[src/rtl/irq_pend_pkg.sv]
package irq_pend_pkg;

    typedef enum logic [1:0] {
        SEL_NONE = 2'd0,
        SEL_STAT = 2'd1,
        SEL_MASK = 2'd2
    } reg_sel_e;

    typedef enum logic {
        MASK_PLAIN = 1'b0,
        MASK_XOR   = 1'b1
    } mask_mode_e;

    typedef struct packed {
        logic     wr;
        logic     rd;
        reg_sel_e sel;
    } bus_acc_t;

    // Status wins when both offsets are set equal.
    function automatic reg_sel_e decode_sel(input logic [31:0] a,
                                            input logic [31:0] stat_ofs,
                                            input logic [31:0] mask_ofs);
        if (a == stat_ofs)      return SEL_STAT;
        else if (a == mask_ofs) return SEL_MASK;
        else                    return SEL_NONE;
    endfunction

endpackage

[src/rtl/irq_pend_dec.sv]
module irq_pend_dec
    import irq_pend_pkg::*;
#(
    parameter int unsigned ADDR_W = 8,
    parameter logic [ADDR_W-1:0] STAT_OFS = 'h00,
    parameter logic [ADDR_W-1:0] MASK_OFS = 'h10
) (
    input  logic              wr_en,
    input  logic              rd_en,
    input  logic [ADDR_W-1:0] addr,
    output bus_acc_t          acc_o
);
    always_comb begin
        acc_o.wr  = wr_en;
        acc_o.rd  = rd_en;
        acc_o.sel = decode_sel(32'(addr), 32'(STAT_OFS), 32'(MASK_OFS));
    end
endmodule

[src/rtl/irq_pend_status.sv]
module irq_pend_status #(
    parameter int unsigned NUM_SRC = 16
) (
    input  logic               clk,
    input  logic               rst,
    input  logic [NUM_SRC-1:0] src_i,
    input  logic [NUM_SRC-1:0] clr_i,
    output logic [NUM_SRC-1:0] stat_o
);
    logic [NUM_SRC-1:0] stat_q;

    // Set is ORed in after the clear, so a new request always survives.
    always_ff @(posedge clk) begin
        if (rst) stat_q <= '0;
        else     stat_q <= (stat_q & ~clr_i) | src_i;
    end

    assign stat_o = stat_q;
endmodule

[src/rtl/irq_pend_mask.sv]
module irq_pend_mask
    import irq_pend_pkg::*;
#(
    parameter int unsigned NUM_SRC = 16,
    parameter mask_mode_e  MASK_MODE = MASK_PLAIN
) (
    input  logic               clk,
    input  logic               rst,
    input  logic               we_i,
    input  logic [NUM_SRC-1:0] wval_i,
    output logic [NUM_SRC-1:0] mask_o
);
    logic [NUM_SRC-1:0] mask_q;
    logic [NUM_SRC-1:0] mask_nx;

    generate
        if (MASK_MODE == MASK_XOR) begin : g_xor
            assign mask_nx = mask_q ^ wval_i;
        end else begin : g_plain
            assign mask_nx = wval_i;
        end
    endgenerate

    always_ff @(posedge clk) begin
        if (rst)       mask_q <= '0;
        else if (we_i) mask_q <= mask_nx;
    end

    assign mask_o = mask_q;
endmodule

[src/rtl/irq_pend_rdport.sv]
module irq_pend_rdport
    import irq_pend_pkg::*;
#(
    parameter int unsigned NUM_SRC = 16,
    parameter int unsigned DATA_W  = 32
) (
    input  logic               clk,
    input  logic               rst,
    input  bus_acc_t           acc_i,
    input  logic [NUM_SRC-1:0] stat_i,
    input  logic [NUM_SRC-1:0] mask_i,
    output logic [DATA_W-1:0]  rdata_o
);
    logic [DATA_W-1:0] rd_sel;
    logic [DATA_W-1:0] rdata_q;

    always_comb begin
        unique case (acc_i.sel)
            SEL_STAT: rd_sel = DATA_W'(stat_i);
            SEL_MASK: rd_sel = DATA_W'(mask_i);
            default:  rd_sel = '0;
        endcase
    end

    always_ff @(posedge clk) begin
        if (rst)           rdata_q <= '0;
        else if (acc_i.rd) rdata_q <= rd_sel;
        else               rdata_q <= '0;
    end

    assign rdata_o = rdata_q;
endmodule

[src/rtl/irq_pend_ctrl.sv]
module irq_pend_ctrl
    import irq_pend_pkg::*;
#(
    parameter int unsigned NUM_SRC = 16,
    parameter int unsigned ADDR_W  = 8,
    parameter int unsigned DATA_W  = 32,
    parameter logic [ADDR_W-1:0] STAT_OFS = 'h00,
    parameter logic [ADDR_W-1:0] MASK_OFS = 'h10,
    parameter mask_mode_e  MASK_MODE = MASK_PLAIN
) (
    input  logic               clk,
    input  logic               rst,
    input  logic [NUM_SRC-1:0] src_i,
    input  logic               wr_en,
    input  logic               rd_en,
    input  logic [ADDR_W-1:0]  addr,
    input  logic [DATA_W-1:0]  wdata,
    output logic [DATA_W-1:0]  rdata,
    output logic               irq_o
);
    localparam int unsigned SRC_W = NUM_SRC;

    bus_acc_t         acc;
    logic [SRC_W-1:0] wbits;
    logic [SRC_W-1:0] clr_bits;
    logic             mask_we;
    logic [SRC_W-1:0] stat_q;
    logic [SRC_W-1:0] mask_q;

    irq_pend_dec #(
        .ADDR_W(ADDR_W), .STAT_OFS(STAT_OFS), .MASK_OFS(MASK_OFS)
    ) u_dec (
        .wr_en(wr_en), .rd_en(rd_en), .addr(addr), .acc_o(acc)
    );

    assign wbits    = wdata[SRC_W-1:0];
    assign clr_bits = (acc.wr && acc.sel == SEL_STAT) ? wbits : '0;
    assign mask_we  = acc.wr && acc.sel == SEL_MASK;

    irq_pend_status #(.NUM_SRC(SRC_W)) u_stat (
        .clk(clk), .rst(rst), .src_i(src_i), .clr_i(clr_bits), .stat_o(stat_q)
    );

    irq_pend_mask #(.NUM_SRC(SRC_W), .MASK_MODE(MASK_MODE)) u_mask (
        .clk(clk), .rst(rst), .we_i(mask_we), .wval_i(wbits), .mask_o(mask_q)
    );

    irq_pend_rdport #(.NUM_SRC(SRC_W), .DATA_W(DATA_W)) u_rd (
        .clk(clk), .rst(rst), .acc_i(acc), .stat_i(stat_q), .mask_i(mask_q),
        .rdata_o(rdata)
    );

    assign irq_o = |(stat_q & mask_q);
endmodule

[config.mk]
export PLATFORM = sky130hd
export DESIGN_NAME = irq_pend_ctrl
export DESIGN_NICKNAME = d
export VERILOG_FILES = /design/src/rtl/irq_pend_pkg.sv /design/src/rtl/irq_pend_dec.sv /design/src/rtl/irq_pend_status.sv /design/src/rtl/irq_pend_mask.sv /design/src/rtl/irq_pend_rdport.sv /design/src/rtl/irq_pend_ctrl.sv
export SDC_FILE = /design/constraint.sdc
export NUM_CORES = 1
export LEC_CHECK = 0
export BUFFER_PORTS_ARGS = -buffer_cell sky130_fd_sc_hd__buf_4
export CORE_MARGIN = 4
export CORE_UTILIZATION = 47
export DETAILED_ROUTE_END_ITERATION = 7
export GPL_ROUTABILITY_DRIVEN = 0
export PLACE_DENSITY = 0.88
export SLEW_MARGIN = 20
export SYNTH_ARGS = -nofsm -noshare
export SYNTH_HDL_FRONTEND = slang
export SYNTH_SLANG_ARGS = --single-unit
[constraint.sdc]
create_clock -name clk -period 1.6 [get_ports clk]
set_input_delay 0.08 -clock clk [delete_from_list [all_inputs] [get_ports clk]]
set_output_delay 0.08 -clock clk [all_outputs]
set_load 0.02 [all_outputs]
After elaboration in Yosys (flattened, before gate mapping). Cells that the tools add are included.

Equal/unequal tests: 3. Muxes and demuxes: 4. Bitwise gates (word level): 5. Reductions and logical operators: 5.

Operators by type and width (count): 16-bit bitwise AND (2); 16-bit case mux with 2 select lines (1); 16-bit 2-to-1 mux (1); 16-bit inverter (1); 16-bit OR (1); 16-bit OR reduction (1); 8-bit by 5-bit equality test with 1-bit output, second input constant (1); 8-bit zero test (1); 2-bit 2-to-1 mux (2); 2-bit by 1-bit equality test with 1-bit output, second input constant (1); 2-bit equality test, second input constant (1); 1-bit logical AND (2); 2-bit OR reduction (1); 1-bit inverter (1).

Register bits: 64. Bits of input ports: 60. Output and inout bits: 33. Word-level logic and storage cells: 20.

Logic depth before layout (Yosys ltp). Gate-level depths: netlist of run 1.

Word-level depth: 9. Depth in mapped cells: 5. Gate-level depth less buffers: 3.

Cells and area by module. Synthesis of run 1 repeated with hierarchy kept, for this count alone.

Cells, all modules: 230. Area total of the unflattened synthesis: 2227.1 sq um.

By module, submodules not included: irq_pend_rdport (instances 1, cells each 76, area an instance 704.4 sq um, sequential area each 320.3 sq um); irq_pend_status (instances 1, cells each 66, area an instance 629.4 sq um, sequential area each 320.3 sq um); irq_pend_mask (instances 1, cells each 52, area an instance 580.6 sq um, sequential area each 320.3 sq um); irq_pend_ctrl (instances 1, cells each 29, area an instance 256.5 sq um, sequential area each 0.0 sq um); irq_pend_dec (instances 1, cells each 7, area an instance 56.3 sq um, sequential area each 0.0 sq um).

Least setup slack after synthesis of run 1. Ideal clock, no wire load.

Path type: input -> register. Start point: input port addr[3]. End point: register u_mask.mask_q[10] (netlist: u_mask.mask_o[10]). Library setup time: 72 ps. Arrival: 1378 ps. Data required time: 1528 ps. Setup slack: 150 ps. Cell stages on the path: 5. Path buffers: 2. Cells stage by stage: or4_4 > nor4b_4 > buf_4 > buf_8 > mux2i_1.

Longest elaborated chain between the ends: 5. Elaborated cells between the ends (all ways): 6. Classes of those cells: eq/ne (2); mux (2); reduce/logical (2).

Ends and longest elaborated chain: start: declaration (RTL line irq_pend_ctrl.sv:16) `input logic [ADDR_W-1:0] addr,`; 8-bit by 5-bit equality test with 1-bit output (RTL line irq_pend_pkg.sv:25) `else if (a == mask_ofs) return SEL_MASK;`; 2-bit 2-to-1 mux (RTL line irq_pend_pkg.sv:25); 2-bit 2-to-1 mux (*) (RTL line irq_pend_pkg.sv:24) `if (a == stat_ofs) return SEL_STAT;`; 2-bit equality test (*) (RTL line irq_pend_ctrl.sv:38) `assign mask_we = acc.wr && acc.sel == SEL_MASK;`; 1-bit logical AND (*) (RTL line irq_pend_ctrl.sv:38); end signal: assignment (RTL line irq_pend_mask.sv:26) `else if (we_i) mask_q <= mask_nx;`; end: declaration (RTL line irq_pend_mask.sv:13) `logic [NUM_SRC-1:0] mask_q;`.

Every way passes the cells marked *; elsewhere a longest branch is shown, timed or not. A chain may end at the register's enable or synchronous reset.

Worst setup path in the final report of run 1.
Start point: register u_stat.stat_q[14] (netlist: u_stat.stat_o[14]). End point: output port irq_o.

Longest elaborated chain between the ends: 2.

Ends and longest elaborated chain: start: declaration (RTL line irq_pend_status.sv:10) `logic [NUM_SRC-1:0] stat_q;`; start signal: assignment (RTL line irq_pend_status.sv:15) `else stat_q <= (stat_q & ~clr_i) | src_i;`; 16-bit bitwise AND (RTL line irq_pend_ctrl.sv:53) `assign irq_o = |(stat_q & mask_q);`; 16-bit OR reduction (RTL line irq_pend_ctrl.sv:53); end: declaration (RTL line irq_pend_ctrl.sv:19) `output logic irq_o`.

Every way passes these cells.

==> impl_metrics.csv, run 1 <==
group,metric,value,unit
die,fp.dieH,76.6,um
synthesis,synth.distinct_cells,22,
job,cap_violations,0,
synthesis,synth_most_common_cell,"dfxtp_1",
critical_path,path_class,"register to output pin",
placement,port_buffers,60,
clock_tree,cts_setup_buffers,0,
critical_path,worstPathRequired,1520,ps
global_routing,grt_pass1_wl,7880,um
clock_tree,cts.hold.buffers_added,0,
critical_path,r2r_cells,3,
die,initial_core_util,49.8,%
synthesis,synth_warnings,0,
synthesis,synth.top_cell.area_share,43.4,%
power,power.total,2.21,mW
timing,max_freq,663,MHz
die,coreArea,4440,um2
global_routing,grt_pass1_vias,1750,
critical_path,end_kind,"output pin",
routing,avgViaCountPerCell,5.24,
synthesis,synthCells,223,
timing,period_needed,1510,ps
routing,wl_per_cell,14.6,um
min_path,hold_end,"u_stat.stat_o[13]$_SDFF_PP0_",
synthesis,ys_seq_area_share,43.4,%
clock_tree,insertion_delay,290,ps
critical_path,worst-endpoint-arrival,1430,ps
placement,dp_hpwl,3480,um
clock_tree,path_clk_slew,90,ps
timing,setup_viol,0,
synthesis,synthTopCellsByCount,"dfxtp_1 (48), inv_1 (33), nand2b_1 (32), a22o_1 (20), buf_4 (17)",
clock_tree,cts_buffers,5,
clock_tree,cts-root-buf,"clkbuf_8",
synthesis,postSynth.asyncResetShare,0,%
global_routing,grt_max_degree,49,
layout,syn_to_final_growth,26.4,%
layout,fin_nets,344,
routing,drt_iter0_markers,106,
die,die_x,76.6,um
min_path,min_path_type,"primary input to register",
global_routing,grt.overflow.total,0,
synthesis,synth_area_leaders,"dfxtp_1 (43%), nand2b_1 (9.0%), a22o_1 (7.9%), a41o_1 (7.2%), mux2i_1 (7.2%)",
timing,setup_tns,0,ps
die,rows,24,
clock_tree,cts_tree,"built",
critical_path,crit_fanout,3,
global_routing,grt_util_all_layers,16.5,%
clock_tree,cts_buffer_depth,2,
layout,layout-drive-gt1-share,29.8,%
critical_path,reg2reg_from,"u_stat.stat_o[10]$_SDFF_PP0_",
clock_tree,clkSinkCount,48,
timing,finalHoldViolations,0,
synthesis,synth_edf_count,0,
routing,via_count,1766,
critical_path,r2r_end,"u_stat.stat_o[10]$_SDFF_PP0_",
critical_path,critPathLaunchType,"register",
power,p_per_area,789,nW/um2
timing,drv_slew,0,
routing,remaining_drc_errors,0,
routing,wl,4910,um
layout,final_util,62.9,%
synthesis,syn_area_per_cell,9.92,um2
timing,grt_setup_unrepaired,"false",
timing,fin_crit_sh,94.2,%
power,p_leak,1.29,nW
timing,final.setup_skew,2.99,ps
die,pin_count,93,
global_routing,antenna_found_initial,0,
synthesis,synth_seq_cells,48,
critical_path,r2r_slack,750,ps
min_path,min_from,"src_i[13]",
synthesis,synth_ff_type,"dfxtp_1",
clock_tree,htree_levels,2,
power,ir_drop,433,uV
synthesis,synth_top_cell_by_area,"dfxtp_1",
min_path,holdPathStages,3,
layout,diodes,0,
synthesis,syn_area,2210,um2
outcome,outcome,"complete, no violations",
routing,ant_nets,0,
routing,drt-pass1-iter-count,6,
die,die_area,5870,um2
==> layout by cell type, fill, tap and decap left out, types with 2 or more instances in the layout <==
cell and n:
mux2i_1 16, inv_1 33, a22o_1 20, nor4_4 2, nand2b_1 32, clkbuf_8 5
a21oi_1 16, a221oi_2 3, a41o_1 16, conb_1 16, dfxtp_1 47, clkinv_2 2
buf_12 3, buf_4 63
==> where the power goes <==
group	leakage [nW]	switching [mW]	total, mW	internal, mW
Clock	0.0479	0.393	0.698	0.305
Sequential	0.392	0.0265	1.25	1.22
Combinational	0.852	0.129	0.258	0.129
Total	1.29	0.549	2.21	1.66
==> layout make-up <==
type | count | area, um2
Clock buffer | 5 | 68.8
Clock inverter | 3 | 18.8
Fill cell | 384 | 1650
Inverter | 33 | 124
Multi-Input combinational cell | 129 | 1010
Sequential cell | 48 | 962
Tap cell | 52 | 65.1
Timing Repair Buffer | 67 | 544
==> worst max-delay path, cell delays in order (launching register included) <==
cell	delay [ps]
dfxtp_1	340
a22o_1	270
a221oi_2	200
nand4_1	160
buf_6	170
==> cells by family (layout without fill, tap and decap cells) <==
| kind of cell | Yosys count | after routing | share of synthesized area [%] |
|---|---|---|---|
| other | 1 | 16 | 0.170 |
| buffers and inverters | 61 | 108 | 14.5 |
| AO/OA/AOI/OAI | 56 | 56 | 20.4 |
| flip-flops | 48 | 48 | 43.4 |
| multiplexers | 16 | 16 | 7.24 |
| AND/OR/NAND/NOR | 41 | 41 | 14.3 |
==> flip-flops by register name (all words and copies together), names as in the netlist <==
signal / flops
u_rd.rdata_o: 16
u_mask.mask_o: 16
u_stat.stat_o: 16
==> worst max path at each step <==
stage	cells after the start	start	endpoint
4_1_cts	4	u_stat.stat_o[7]$_SDFF_PP0_	irq_o
3_5_place_dp	5	addr[3]	u_mask.mask_o[4]$_SDFFE_PP0P_
3_3_place_gp	5	addr[3]	u_mask.mask_o[4]$_SDFFE_PP0P_
6_report	4	u_stat.stat_o[14]$_SDFF_PP0_	irq_o
5_1_grt	4	u_stat.stat_o[15]$_SDFF_PP0_	irq_o
2_1_floorplan	5	addr[3]	u_mask.mask_o[10]$_SDFFE_PP0P_
==> per-layer routing <==
| metal | vias up | global-route usage [%] | wire length [um] |
|---|---|---|---|
| li1 | 869 | - | - |
| met1 | 827 | 17.6 | 1930 |
| met2 | 63 | 30.4 | 2600 |
| met3 | 7 | 4.49 | 316 |
| met4 | 0 | 6.88 | 65 |
| met5 | - | 0 | 0 |
==> per-stage QoR <==
stage                     std cells  worst slack [ps]  hold WS, ps  cell area (um2)
after CTS                       337              13.1         18.6             2770
after floorplan                 238               150          209             2270
after global routing            337              5.03         19.7             2800
final                           337              92.0         14.0             2800
after detailed placement        329              23.5          325             2680
after global placement          329              66.6          315             2680
==> repair_timing <==
item,4_1_cts,5_1_grt
setup endpoints to repair,0,1
endpoints found under the hold margin,0,0
resized for setup,0,5
No activity file was read; power rests on OpenSTA's default activity.
==> inputs of run 2 (changes only) <==
--- a/config.mk
+++ b/config.mk
@@ -8,9 +8,11 @@
 export BUFFER_PORTS_ARGS = -buffer_cell sky130_fd_sc_hd__buf_4
 export CORE_MARGIN = 4
 export CORE_UTILIZATION = 47
+export CTS_CLUSTER_SIZE = 40
 export DETAILED_ROUTE_END_ITERATION = 7
 export GPL_ROUTABILITY_DRIVEN = 0
 export PLACE_DENSITY = 0.88
+export SETUP_SLACK_MARGIN = 0.5
 export SLEW_MARGIN = 20
 export SYNTH_ARGS = -nofsm -noshare
 export SYNTH_HDL_FRONTEND = slang
==> run 2 against run 1 <==
Net effect: clock skew grew 1.1 ps; final cell count up 2.4%; power is essentially flat; largest power group unchanged; critical path depth unchanged; first-iteration DRC count is 27% higher; die area is the same; highest routed layer unchanged; sequential power barely moved; via count is 5.3% higher; global-route usage rose by 2.8 points.
==> impl_metrics.csv, run 2 (same netlist as run 1, synthesis figures left out) <==
group,metric,value,unit
outcome,outcome,"complete, no violations",
timing,fin_ws,82.6,ps
die,initial_core_util,49.8,%
layout,final_cell_mix,"buf_4 (66), dfxtp_1 (44), inv_1 (33)",
power,netSwitchingPower,0.548,mW
routing,ant_nets,0,
placement,port_buffers,60,
global_routing,grt_util_met1,20.4,%
clock_tree,path_clk_slew,80,ps
global_routing,grt_use_met2,35.2,%
timing,timing.hold.ws,18.2,ps
power,p_per_area,754,nW/um2
critical_path,crit_fanout,2,
layout,diodes,0,
clock_tree,cts_buffers,5,
critical_path,worst-endpoint-arrival,1440,ps
global_routing,gr-usage-met3,4.96,%
routing,drt_iter0_markers,135,
global_routing,grt.busiest_layer,"met2",
global_routing,grt_util_all_layers,19.3,%
power,sw_frac_of_total,24.9,%
placement,dp_slack,-13.4,ps
global_routing,grt.overflow.total,0,
clock_tree,clkSinkCount,48,
routing,drt-pass1-iter-count,4,
critical_path,r2r_end,"u_stat.stat_o[5]$_SDFF_PP0_",
timing,fin_crit_sh,94.8,%
die,fp.dieH,76.6,um
min_path,holdPathStages,3,
global_routing,grt_pass1_wl,9070,um
clock_tree,cts_tree,"built",
job,cap_violations,0,
die,die_area,5870,um2
die,rows,24,
power,comb_power_share,12.4,%
layout,layout-drive-gt1-share,32.8,%
die,die_x,76.6,um
global_routing,antenna_found_initial,0,
routing,via_count,1859,
critical_path,slowest_delay,330,ps
timing,drv_slew,0,
global_routing,grt_max_degree,49,
critical_path,path_class,"register to output pin",
critical_path,r2r_slack,720,ps
timing,setup_viol,0,
clock_tree,htree_levels,2,
clock_tree,insertion_delay,290,ps
critical_path,end_kind,"output pin",
critical_path,reg2reg_from,"u_stat.stat_o[5]$_SDFF_PP0_",
timing,max_freq,659,MHz
clock_tree,cts-root-buf,"clkbuf_8",
routing,remaining_drc_errors,0,
routing,avgViaCountPerCell,5.39,
timing,grt_setup_unrepaired,"true",
critical_path,r2r_cells,3,
power,p_leak,1.35,nW
critical_path,worstPathRequired,1520,ps
die,coreArea,4440,um2
global_routing,grt_pass1_vias,1936,
routing,wl,5600,um
timing,finalHoldViolations,0,
critical_path,crit_path_cell_trace,"a22o_1 > a221oi_2 > nand4_1 > buf_6",
die,pin_count,93,
min_path,min_path_type,"primary input to register",
layout,syn_to_final_growth,32.2,%
power,seq_power_share,56.7,%
clock_tree,cts_buffer_depth,2,
critical_path,crit_path_top_delay_cell,"dfxtp_2",
routing,wl_per_cell,16.2,um
placement,dp_hpwl,3660,um
layout,layout_commonest_cell,"buf_4",
min_path,min_from,"src_i[13]",
power,internal_power,1.66,mW
min_path,hold_end,"u_stat.stat_o[13]$_SDFF_PP0_",
timing,final.setup_skew,4.11,ps
layout,fin_nets,353,
power,ir_drop,448,uV
timing,period_needed,1520,ps
power,clkPwrFrac,30.9,%
critical_path,critPathLaunchType,"register",
==> run 2: cell count changes in the layout (fill, tap and decap cells not counted), moves of 2 or more <==
cell | previous run | this run
dfxtp_2 | 1 | 4
buf_4 | 63 | 66
buf_6 | 1 | 4
clkbuf_16 | 0 | 2
dfxtp_1 | 47 | 44
==> run 2: repair_timing <==
action	CTS	global route
hold buffers	0	0
buffers inserted	6	1
cloned	2	0
resized for setup	11	5
pin swaps	7	4
endpoints found under the setup margin	33	33
==> run 2: how the worst max path moves through the flow <==
stage	slack, ps	end	from	cells after the start
global placement	60	u_mask.mask_o[4]$_SDFFE_PP0P_	addr[3]	5
detailed placement	-10	u_mask.mask_o[15]$_SDFFE_PP0P_	addr[3]	5
CTS	140	irq_o	u_mask.mask_o[7]$_SDFFE_PP0P_	4
finish	80	irq_o	u_mask.mask_o[14]$_SDFFE_PP0P_	4
global route	20	irq_o	u_stat.stat_o[14]$_SDFF_PP0_	4
floorplan	170	u_mask.mask_o[10]$_SDFFE_PP0P_	addr[3]	5
==> run 2: power groups by stage <==
stage	clock, mW	combinational [mW]	sequential (mW)
floorplan	0	0.171	1.27
global placement	0	0.253	1.27
detailed placement	0	0.262	1.27
CTS	0.695	0.271	1.25
global route	0.739	0.298	1.26
finish	0.682	0.274	1.25
==> run 2: critical path: cells and delay by family (launching register included) <==
kind            cells  cell delay (ps)
flops               1              330
simple gates        1              160
compound gates      2              490
buf+inv             1              170
==> run 2: routing by layer <==
metal  vias to the layer above  share of wire (%)
met5                         -                  0
met4                         0                2.3
met3                        15                6.8
met2                        77                 53
met1                       883                 38
li1                        884                  -
==> run 2: per-stage QoR <==
step / area (um2) / TNS, ps / utilization [%] / power (mW) / instances
after floorplan: 2290 / 0 / - / 1.44 / 238
after global placement: 2690 / 0 / 60.6 / 1.53 / 329
after detailed placement: 2690 / -17.6 / 60.6 / 1.54 / 329
after CTS: 2920 / 0 / 65.8 / 2.22 / 344
after global routing: 2930 / 0 / 65.8 / 2.29 / 345
final: 2930 / 0 / 65.8 / 2.21 / 345
==> run 2: layout make-up <==
cell class / instances / area (um2)
clock buffer: 6 / 72.6
clock inverter: 1 / 5.00
fill: 362 / 1520
inverter: 33 / 124
multi-input combinational: 129 / 1030
sequential: 48 / 966
tap: 52 / 65.1
timing repair buffer: 76 / 666
==> inputs of run 3 (changes only) <==
--- a/config.mk
+++ b/config.mk
@@ -6,8 +6,10 @@
 export NUM_CORES = 1
 export LEC_CHECK = 0
 export BUFFER_PORTS_ARGS = -buffer_cell sky130_fd_sc_hd__buf_4
+export CELL_PAD_IN_SITES_DETAIL_PLACEMENT = 0
+export CELL_PAD_IN_SITES_GLOBAL_PLACEMENT = 1
 export CORE_MARGIN = 4
-export CORE_UTILIZATION = 47
+export CORE_UTILIZATION = 35
 export CTS_CLUSTER_SIZE = 40
 export DETAILED_ROUTE_END_ITERATION = 7
 export GPL_ROUTABILITY_DRIVEN = 0
==> run 3 against run 2 <==
Net effect: die area is 30% higher; clock skew increased by 2.3 ps; final cell count grew 7.0%; utilization down 17 points; sequential share of layout area fell by 0.22 points; power is 2.4% higher; via count fell by 5.2%.
==> impl_metrics.csv, run 3 (same netlist as run 1, synthesis figures left out) <==
group,metric,value,unit
outcome,outcome,"complete, no violations",
global_routing,grt_util_all_layers,13.9,%
critical_path,crit_path_top_delay_cell,"dfxtp_2",
die,coreArea,6030,um2
die,rows,28,
critical_path,crit_fanout,3,
critical_path,critPathLaunchType,"register",
power,ir_drop,381,uV
placement,placed_cells,352,
critical_path,path_class,"register to output pin",
clock_tree,clkSinkCount,48,
clock_tree,cts-root-buf,"clkbuf_8",
routing,avgViaCountPerCell,4.78,
critical_path,crit_path_cell_trace,"a22o_1 > a221oi_2 > nand4_1 > buf_4",
routing,wl_per_cell,14.1,um
timing,setup_tns,0,ps
power,p_per_area,766,nW/um2
placement,dp_slack,0.422,ps
critical_path,crit_path_start,"u_mask.mask_o[14]$_SDFFE_PP0P_",
global_routing,grt.overflow.total,0,
routing,via_count,1763,
critical_path,end_kind,"output pin",
die,initial_core_util,36.7,%
critical_path,slowest_delay,330,ps
layout,fin_nets,353,
timing,grt_setup_unrepaired,"true",
critical_path,r2r_cells,4,
global_routing,grt_max_degree,49,
clock_tree,htree_levels,2,
timing,finalHoldViolations,0,
timing,period_needed,1470,ps
placement,dp_hpwl,3560,um
power,p_leak,1.35,nW
routing,wl,5210,um
layout,syn_to_final_growth,33.3,%
layout,layout_commonest_cell,"buf_4",
timing,setup_viol,0,
critical_path,worst-endpoint-arrival,1390,ps
timing,timing.hold.ws,14.2,ps
global_routing,antenna_found_initial,0,
die,die_x,87.5,um
placement,placed_area,2720,um2
layout,final_cell_mix,"buf_4 (69), dfxtp_1 (43), inv_1 (33)",
timing,fin_crit_sh,92.0,%
die,die_area,7660,um2
die,pin_count,93,
timing,drv_slew,0,
routing,ant_nets,0,
timing,fin_ws,128,ps
routing,drt-pass1-iter-count,4,
routing,remaining_drc_errors,0,
layout,layout-drive-gt1-share,33.0,%
timing,final.setup_skew,6.38,ps
critical_path,path_depth,4,
layout,diodes,0,
min_path,min_from,"src_i[13]",
layout,final_area,2950,um2
routing,drt_iter0_markers,76,
timing,max_freq,679,MHz
critical_path,crit_buf_inv,1,
critical_path,crit_path_end,"irq_o",
clock_tree,path_clk_slew,90,ps
placement,port_buffers,60,
critical_path,critPathTopFamily,"compound AO/OA/AOI/OAI gates",
global_routing,grt_pass1_wl,8220,um
global_routing,grt_pass1_vias,1734,
clock_tree,cts_buffers,5,
clock_tree,cts_buffer_depth,2,
critical_path,r2r_slack,740,ps
critical_path,r2r_end,"u_stat.stat_o[7]$_SDFF_PP0_",
critical_path,reg2reg_from,"u_stat.stat_o[7]$_SDFF_PP0_",
job,cap_violations,0,
die,fp.dieH,87.5,um
clock_tree,cts_tree,"built",
layout,stdcell_count,369,
critical_path,worstPathRequired,1520,ps
min_path,min_path_type,"primary input to register",
clock_tree,insertion_delay,290,ps
[run 3: changes by cell type in the layout (fill, tap and decap cells not counted)]
cell,change
clkinv_2,-1
dfxtp_1,-1
a221oi_1,+1
clkbuf_16,-1
dfxtp_2,+1
buf_12,+1
clkbuf_8,+1
a221oi_2,-1
buf_4,+3
buf_6,-3
clkinvlp_4,+1
[run 3: per-layer routing]
layer	share of wire, %	track usage, %
met1	41	16.8
met2	51	24.9
met4	0.71	3.35
met3	7.1	3.03
met5	0	0
[run 3: what timing repair did]
action                     CTS  global route
resized for setup            9             3
pin swaps                    3             1
gates cloned                 1             0
hold buffers                 0             0
setup buffers                5             3
setup endpoints to repair   33            33
[run 3: worst min path at each step]
stage	endpoint	cells past startpoint
2_1_floorplan	u_stat.stat_o[0]$_SDFF_PP0_	2
3_3_place_gp	u_stat.stat_o[14]$_SDFF_PP0_	3
3_5_place_dp	u_stat.stat_o[12]$_SDFF_PP0_	3
4_1_cts	u_stat.stat_o[12]$_SDFF_PP0_	3
5_1_grt	u_stat.stat_o[13]$_SDFF_PP0_	3
6_report	u_stat.stat_o[13]$_SDFF_PP0_	3
[run 3: where the power goes]
part	switching, mW	internal, mW	total (mW)	leakage [nW]
combinational	0.135	0.142	0.276	0.914
clock	0.384	0.352	0.736	0.0445
sequential	0.0241	1.22	1.25	0.394
[run 3: final cells by class]
type / instances / area [um2]
Sequential cell: 48 / 967
Timing Repair Buffer: 76 / 649
Clock buffer: 7 / 86.3
Fill cell: 579 / 3080
Inverter: 33 / 124
Multi-Input combinational cell: 129 / 1020
Clock inverter: 1 / 7.51
Tap cell: 75 / 93.8
[run 3: per-stage QoR]
step	total power [mW]	util, %
6_report	2.26	48.9
5_1_grt	2.37	48.9
4_1_cts	2.28	48.7
3_5_place_dp	1.54	45.2
3_3_place_gp	1.53	45.2
2_1_floorplan	1.44	-
[run 3: tightest hold or removal path, stage by stage]
cell     delay (ps)
buf_4           100
inv_1            40
a21oi_1          50
